### src/rtl/pirq_pkg.sv
package pirq_pkg;

    typedef struct packed {
        logic req;
        logic per;
    } stat_t;

    localparam stat_t STAT_IDLE = '{req: 1'b0, per: 1'b0};
    localparam stat_t STAT_HIT  = '{req: 1'b1, per: 1'b1};

endpackage

### src/rtl/pirq_rate_decode.sv
module pirq_rate_decode #(
    parameter int CODE_W   = 4,
    parameter int CNT_W    = 16,
    parameter int FOLD_MAX = 2,
    parameter int FOLD_ADD = 7
) (
    input  logic [CODE_W-1:0] code,
    input  logic              en,
    output logic              active,
    output logic [CNT_W-1:0]  mask
);
    localparam int EFF_W = CODE_W + 1;

    logic [EFF_W-1:0] eff;
    logic [CNT_W:0]   one_hot;

    always_comb begin
        eff = {1'b0, code};
        if (code != '0 && int'(code) <= FOLD_MAX)
            eff = eff + EFF_W'(FOLD_ADD);
        one_hot = '0;
        if (code != '0)
            one_hot = (CNT_W+1)'(1) << (eff - EFF_W'(1));
        mask   = one_hot[CNT_W-1:0] - CNT_W'(1);
        active = en && (code != '0);
    end

    always_comb begin
        if (code == CODE_W'(1)) assert_fold_one_R4: assert (mask == CNT_W'(127));
        if (code == CODE_W'(2)) assert_fold_two_R4: assert (mask == CNT_W'(255));
    end
endmodule

### src/rtl/pirq_tick_counter.sv
module pirq_tick_counter #(
    parameter int CNT_W = 16
) (
    input  logic             clk,
    input  logic             rst,
    input  logic             tick,
    output logic [CNT_W-1:0] cnt,
    output logic [CNT_W-1:0] cnt_nxt
);
    always_comb cnt_nxt = tick ? cnt + CNT_W'(1) : cnt;

    always_ff @(posedge clk) begin
        if (rst) cnt <= '0;
        else     cnt <= cnt_nxt;
    end

    assert_count_step_R2: assert property (@(posedge clk) disable iff (rst)
        tick |=> cnt == $past(cnt) + CNT_W'(1));
    assert_count_hold_R2: assert property (@(posedge clk) disable iff (rst)
        !tick |=> $stable(cnt));
endmodule

### src/rtl/pirq_flag_reg.sv
module pirq_flag_reg
    import pirq_pkg::*;
(
    input  logic  clk,
    input  logic  rst,
    input  logic  set,
    input  logic  clr,
    output stat_t stat
);
    always_ff @(posedge clk) begin
        if (rst)      stat <= STAT_IDLE;
        else if (set) stat <= STAT_HIT;
        else if (clr) stat <= STAT_IDLE;
    end

    assert_set_wins_R9: assert property (@(posedge clk) disable iff (rst)
        set |=> stat.req && stat.per);
    assert_clear_drops_R8: assert property (@(posedge clk) disable iff (rst)
        (clr && !set) |=> !stat.req && !stat.per);
    assert_sticky_hold_R8: assert property (@(posedge clk) disable iff (rst)
        (!clr && !set) |=> $stable(stat));
    assert_flags_paired_R7: assert property (@(posedge clk) disable iff (rst)
        stat.req == stat.per);
endmodule

### src/rtl/pirq_rate_gen.sv
module pirq_rate_gen
    import pirq_pkg::*;
#(
    parameter int CODE_W   = 4,
    parameter int CNT_W    = 16,
    parameter int FOLD_MAX = 2,
    parameter int FOLD_ADD = 7
) (
    input  logic              clk,
    input  logic              rst,
    input  logic              tick,
    input  logic [CODE_W-1:0] rate_code,
    input  logic              pie_en,
    input  logic              stat_clr,
    output logic              irq,
    output logic              flag_irq,
    output logic              flag_periodic
);
    logic             active;
    logic [CNT_W-1:0] mask;
    logic [CNT_W-1:0] cnt;
    logic [CNT_W-1:0] cnt_nxt;
    logic             evt;
    stat_t            stat;

    pirq_rate_decode #(
        .CODE_W(CODE_W), .CNT_W(CNT_W), .FOLD_MAX(FOLD_MAX), .FOLD_ADD(FOLD_ADD)
    ) u_dec (
        .code(rate_code), .en(pie_en), .active(active), .mask(mask)
    );

    pirq_tick_counter #(.CNT_W(CNT_W)) u_cnt (
        .clk(clk), .rst(rst), .tick(tick), .cnt(cnt), .cnt_nxt(cnt_nxt)
    );

    always_comb evt = tick && active && ((cnt_nxt & mask) == '0);

    pirq_flag_reg u_flag (
        .clk(clk), .rst(rst), .set(evt), .clr(stat_clr), .stat(stat)
    );

    assign flag_irq      = stat.req;
    assign flag_periodic = stat.per;
    assign irq           = stat.req;

    assert_reset_idle_R1: assert property (@(posedge clk)
        rst |=> !irq && !flag_periodic && cnt == '0);
    assert_code_zero_quiet_R5: assert property (@(posedge clk) disable iff (rst)
        (rate_code == '0) |-> !evt);
    assert_disabled_quiet_R6: assert property (@(posedge clk) disable iff (rst)
        !pie_en |-> !evt);
    assert_event_needs_tick_R2: assert property (@(posedge clk) disable iff (rst)
        !tick |-> !evt);
endmodule

### config.mk
export PLATFORM = sky130hd
export DESIGN_NAME = pirq_rate_gen
export DESIGN_NICKNAME = d
export VERILOG_FILES = /design/src/rtl/pirq_pkg.sv /design/src/rtl/pirq_rate_decode.sv /design/src/rtl/pirq_tick_counter.sv /design/src/rtl/pirq_flag_reg.sv /design/src/rtl/pirq_rate_gen.sv
export SDC_FILE = /design/constraint.sdc
export NUM_CORES = 1
export LEC_CHECK = 0
export BUFFER_PORTS_ARGS = -buffer_cell sky130_fd_sc_hd__buf_2
export CORE_MARGIN = 5
export CORE_UTILIZATION = 30
export CTS_BUF_LIST = sky130_fd_sc_hd__clkbuf_8
export CTS_CLUSTER_DIAMETER = 100
export DETAILED_ROUTE_END_ITERATION = 8
export MAX_ROUTING_LAYER = met4
export SLEW_MARGIN = 20
export SYNTH_ARGS = -nofsm -noshare
export SYNTH_HDL_FRONTEND = slang
export SYNTH_HIERARCHICAL = 1
export SYNTH_SLANG_ARGS = --single-unit
### constraint.sdc
create_clock -name clk -period 9.1 [get_ports clk]
set_clock_uncertainty 0.15 [all_clocks]
set_input_delay 1.365 -clock clk [delete_from_list [all_inputs] [get_ports clk]]
set_output_delay 1.365 -clock clk [all_outputs]
set_load 0.01 [all_outputs]
==> qor.csv <==
metric,value,unit
grt_pass1_wl,5250,µm
slew_violations,0,
die_y,79.1,µm
holdBufCountCts,0,
layout.nets,196,
synth-async-reset-ratio,0,
rsz0062_at_grt,no,
hpwl,2500,µm
track_usage,0.106,
hp-class,reg2reg,
cp_data_arrival_time,5.28,ns
wl,3170,µm
portBuffers,11,
yosys_warnings,6,
vias,1259,
postSynthAreaPerCell,8.13,µm²
placed_area,0.00150,mm²
clock_path_buffers,2,
finalHoldViolCount,0,
path_delay_family,compound AO/OA/AOI/OAI gates,
gp_congestion,0.895,
syn_nets,189,
drtIter0Drc,115,
cellLeakagePower,0.636,nW
synth_cell_types,52,
max_freq,0.191,GHz
ys_ff_latch,17,
insertion_delay,0.25,ns
clk_pin_slew,0.06,ns
fp.coreArea,0.00469,mm²
p_per_area,110,mW/mm²
start_util,0.305,
overflow,0,
antenna_found_initial,0,
drt_first_pass_iters,4,
n_antenna_cell,0,
synth_edf_count,0,
critical_path_class,in2reg,
cts_root_buffer,clkbuf_8,
grt_max_degree,21,
mostFrequentLayoutCell,dfxtp_1,
cts_buffers,3,
viasPerCell,5.33,
worst-path-max-fanout,9,
finalSetupViolCount,0,
ioPinCount,12,
path_buf_inv,5,
wl_per_cell,13.4,µm
postRouteAntennaNets,0,
relSlewSlack,0.577,
grt_pass1_vias,1162,
required,9.14,ns
critical-path-slowest-cell,a211oi_1,
maxCapViolCount,0,
synth_ff_type,dfxtp_1,
syn_to_final_growth,7.87,%
syn_inst,176,
slowest_delay,0.56,ns
fin_crit,5.23,ns
die-area,0.00625,mm²
ctsResizeCount,0,
final_cell_mix,"dfxtp_1, nor2b_1, nand2_1",
die_x,79.1,µm
finalSetupTns,0,ns
cts_setup_buffers,0,
drc,0,
cpMostUsedCell,inv_1,
cts_tree,built,
row_count,25,
tightest_slew,0.630,ns
critPathLaunchType,input port,
critical_path.cell_chain,buf_2 -> inv_1 -> ha_1 -> and2b_1 -> nand2_1 -> inv_1 -> a211oi_1 -> a41oi_2 -> or4_1 -> ha_1 -> inv_1 -> nor3_1 -> a31oi_1 -> o21ai_0 -> a22o_1 -> a221oi_2 -> nand4_1 -> a2111oi_2 -> inv_1 -> a21oi_2,
timing.final.crit_share,0.575,
rrSetupSlack,6.28,ns
postLayoutCellArea,0.00154,mm²
peakVddDrop,0.0499,mV
synthesis.area,0.00143,mm²
cp-end-kind,flop,
htreeDepth,1,
drive_above_1_share,0.176,
cts_sinks,17,
ys_seq_area_frac,0.238,
status,completed,
[state kept, by name, summed over array words and instances (netlist names)]
name and count:
u_cnt/cnt 16, u_flag/stat 1
[metal layers]
metal  wire length [µm]  GRT usage  share of wire
met4                 43     0.0292          0.014
met1               1490      0.126           0.47
met5                  0          -              0
met3                120     0.0261          0.038
met2               1520      0.179           0.48
[path summary, 6_finish.rpt]
path                                      end  cells past startpoint                         from
setup reg to reg  u_flag/stat[0]$_SDFFE_PP0P_                     10      u_cnt/cnt[2]$_SDFF_PP0_
hold / removal    u_flag/stat[0]$_SDFFE_PP0P_                      2  u_flag/stat[0]$_SDFFE_PP0P_
hold reg to reg   u_flag/stat[0]$_SDFFE_PP0P_                      2  u_flag/stat[0]$_SDFFE_PP0P_
setup / recovery  u_flag/stat[0]$_SDFFE_PP0P_                     20                 rate_code[0]
[through the flow]
step	hold WS (ns)	power, W	util	setup WS [ns]	cells
global route	0.395	0.000179	0.329	3.42	236
global placement	0.354	0.000115	0.319	3.65	232
CTS	0.372	0.000172	0.329	3.88	236
finish	0.361	0.000169	0.329	3.87	236
detailed placement	0.360	0.000115	0.319	3.60	232
floorplan	0.330	0.000107	-	4.21	176
[worst register-to-register path, stage by stage (launching register included)]
cell       delay (ns)
dfxtp_1          0.39
nand3_1          0.16
or4_4            0.62
nor3_4           0.23
xor2_1           0.10
a22o_1           0.22
a221oi_2         0.17
nand4_1          0.14
a2111oi_2        0.36
inv_1            0.09
a21oi_2          0.11
[Yosys cell counts, drive strengths merged, types with 2 or more instances]
| cell | n | area [µm²] |
|---|---|---|
| a221oi | 2 | 23.8 |
| nand3 | 9 | 45.0 |
| o22ai | 2 | 12.5 |
| nor2b | 15 | 93.8 |
| a211oi | 3 | 35.0 |
| nor4 | 2 | 12.5 |
| nor2 | 11 | 41.3 |
| a22oi | 2 | 15.0 |
| a22o | 3 | 26.3 |
| o21ai | 7 | 35.0 |
| clkbuf | 2 | 7.51 |
| nand2 | 14 | 52.6 |
| nor3 | 7 | 57.6 |
| nand4 | 3 | 25.0 |
| buf | 7 | 47.5 |
| dfxtp | 17 | 340 |
| or3 | 3 | 18.8 |
| o2bb2ai | 2 | 17.5 |
| or4 | 6 | 52.6 |
| a21o | 2 | 15.0 |
| or2 | 2 | 12.5 |
| xor2 | 8 | 70.1 |
| xnor2 | 6 | 52.6 |
| ha | 4 | 50.1 |
| mux2 | 5 | 56.3 |
| o31ai | 3 | 22.5 |
| a31oi | 2 | 12.5 |
| inv | 9 | 33.8 |
| a21oi | 8 | 43.8 |
[area by class of cell]
type,count,area (µm²)
flip-flops and latches,17,340
fillers,508,3150
clock buffers,3,41.3
clock inverters,1,3.75
repair buffers,11,55.1
inverters,9,33.8
well taps,54,67.6
multi-input cells,141,1000
[report_power, final]
group / switching [W] / leakage (nW) / internal [W] / total, W
clock network: 0.0000255 / 0.0269 / 0.0000300 / 0.0000555
registers: 0.00000138 / 0.137 / 0.0000756 / 0.0000770
logic: 0.0000220 / 0.472 / 0.0000146 / 0.0000366
[logic make-up after synthesis]
kind of cell | Yosys count | synth area share
muxes | 6 | 0.0463
DFF | 17 | 0.238
and+or+nand+nor | 76 | 0.312
adders and majority gates | 4 | 0.0350
AOI/OAI and AO/OA | 41 | 0.221
buffers and inverters | 18 | 0.0621
xor gates and xnor gates | 14 | 0.0857
Note: power is estimated with default switching activity, not from simulation.
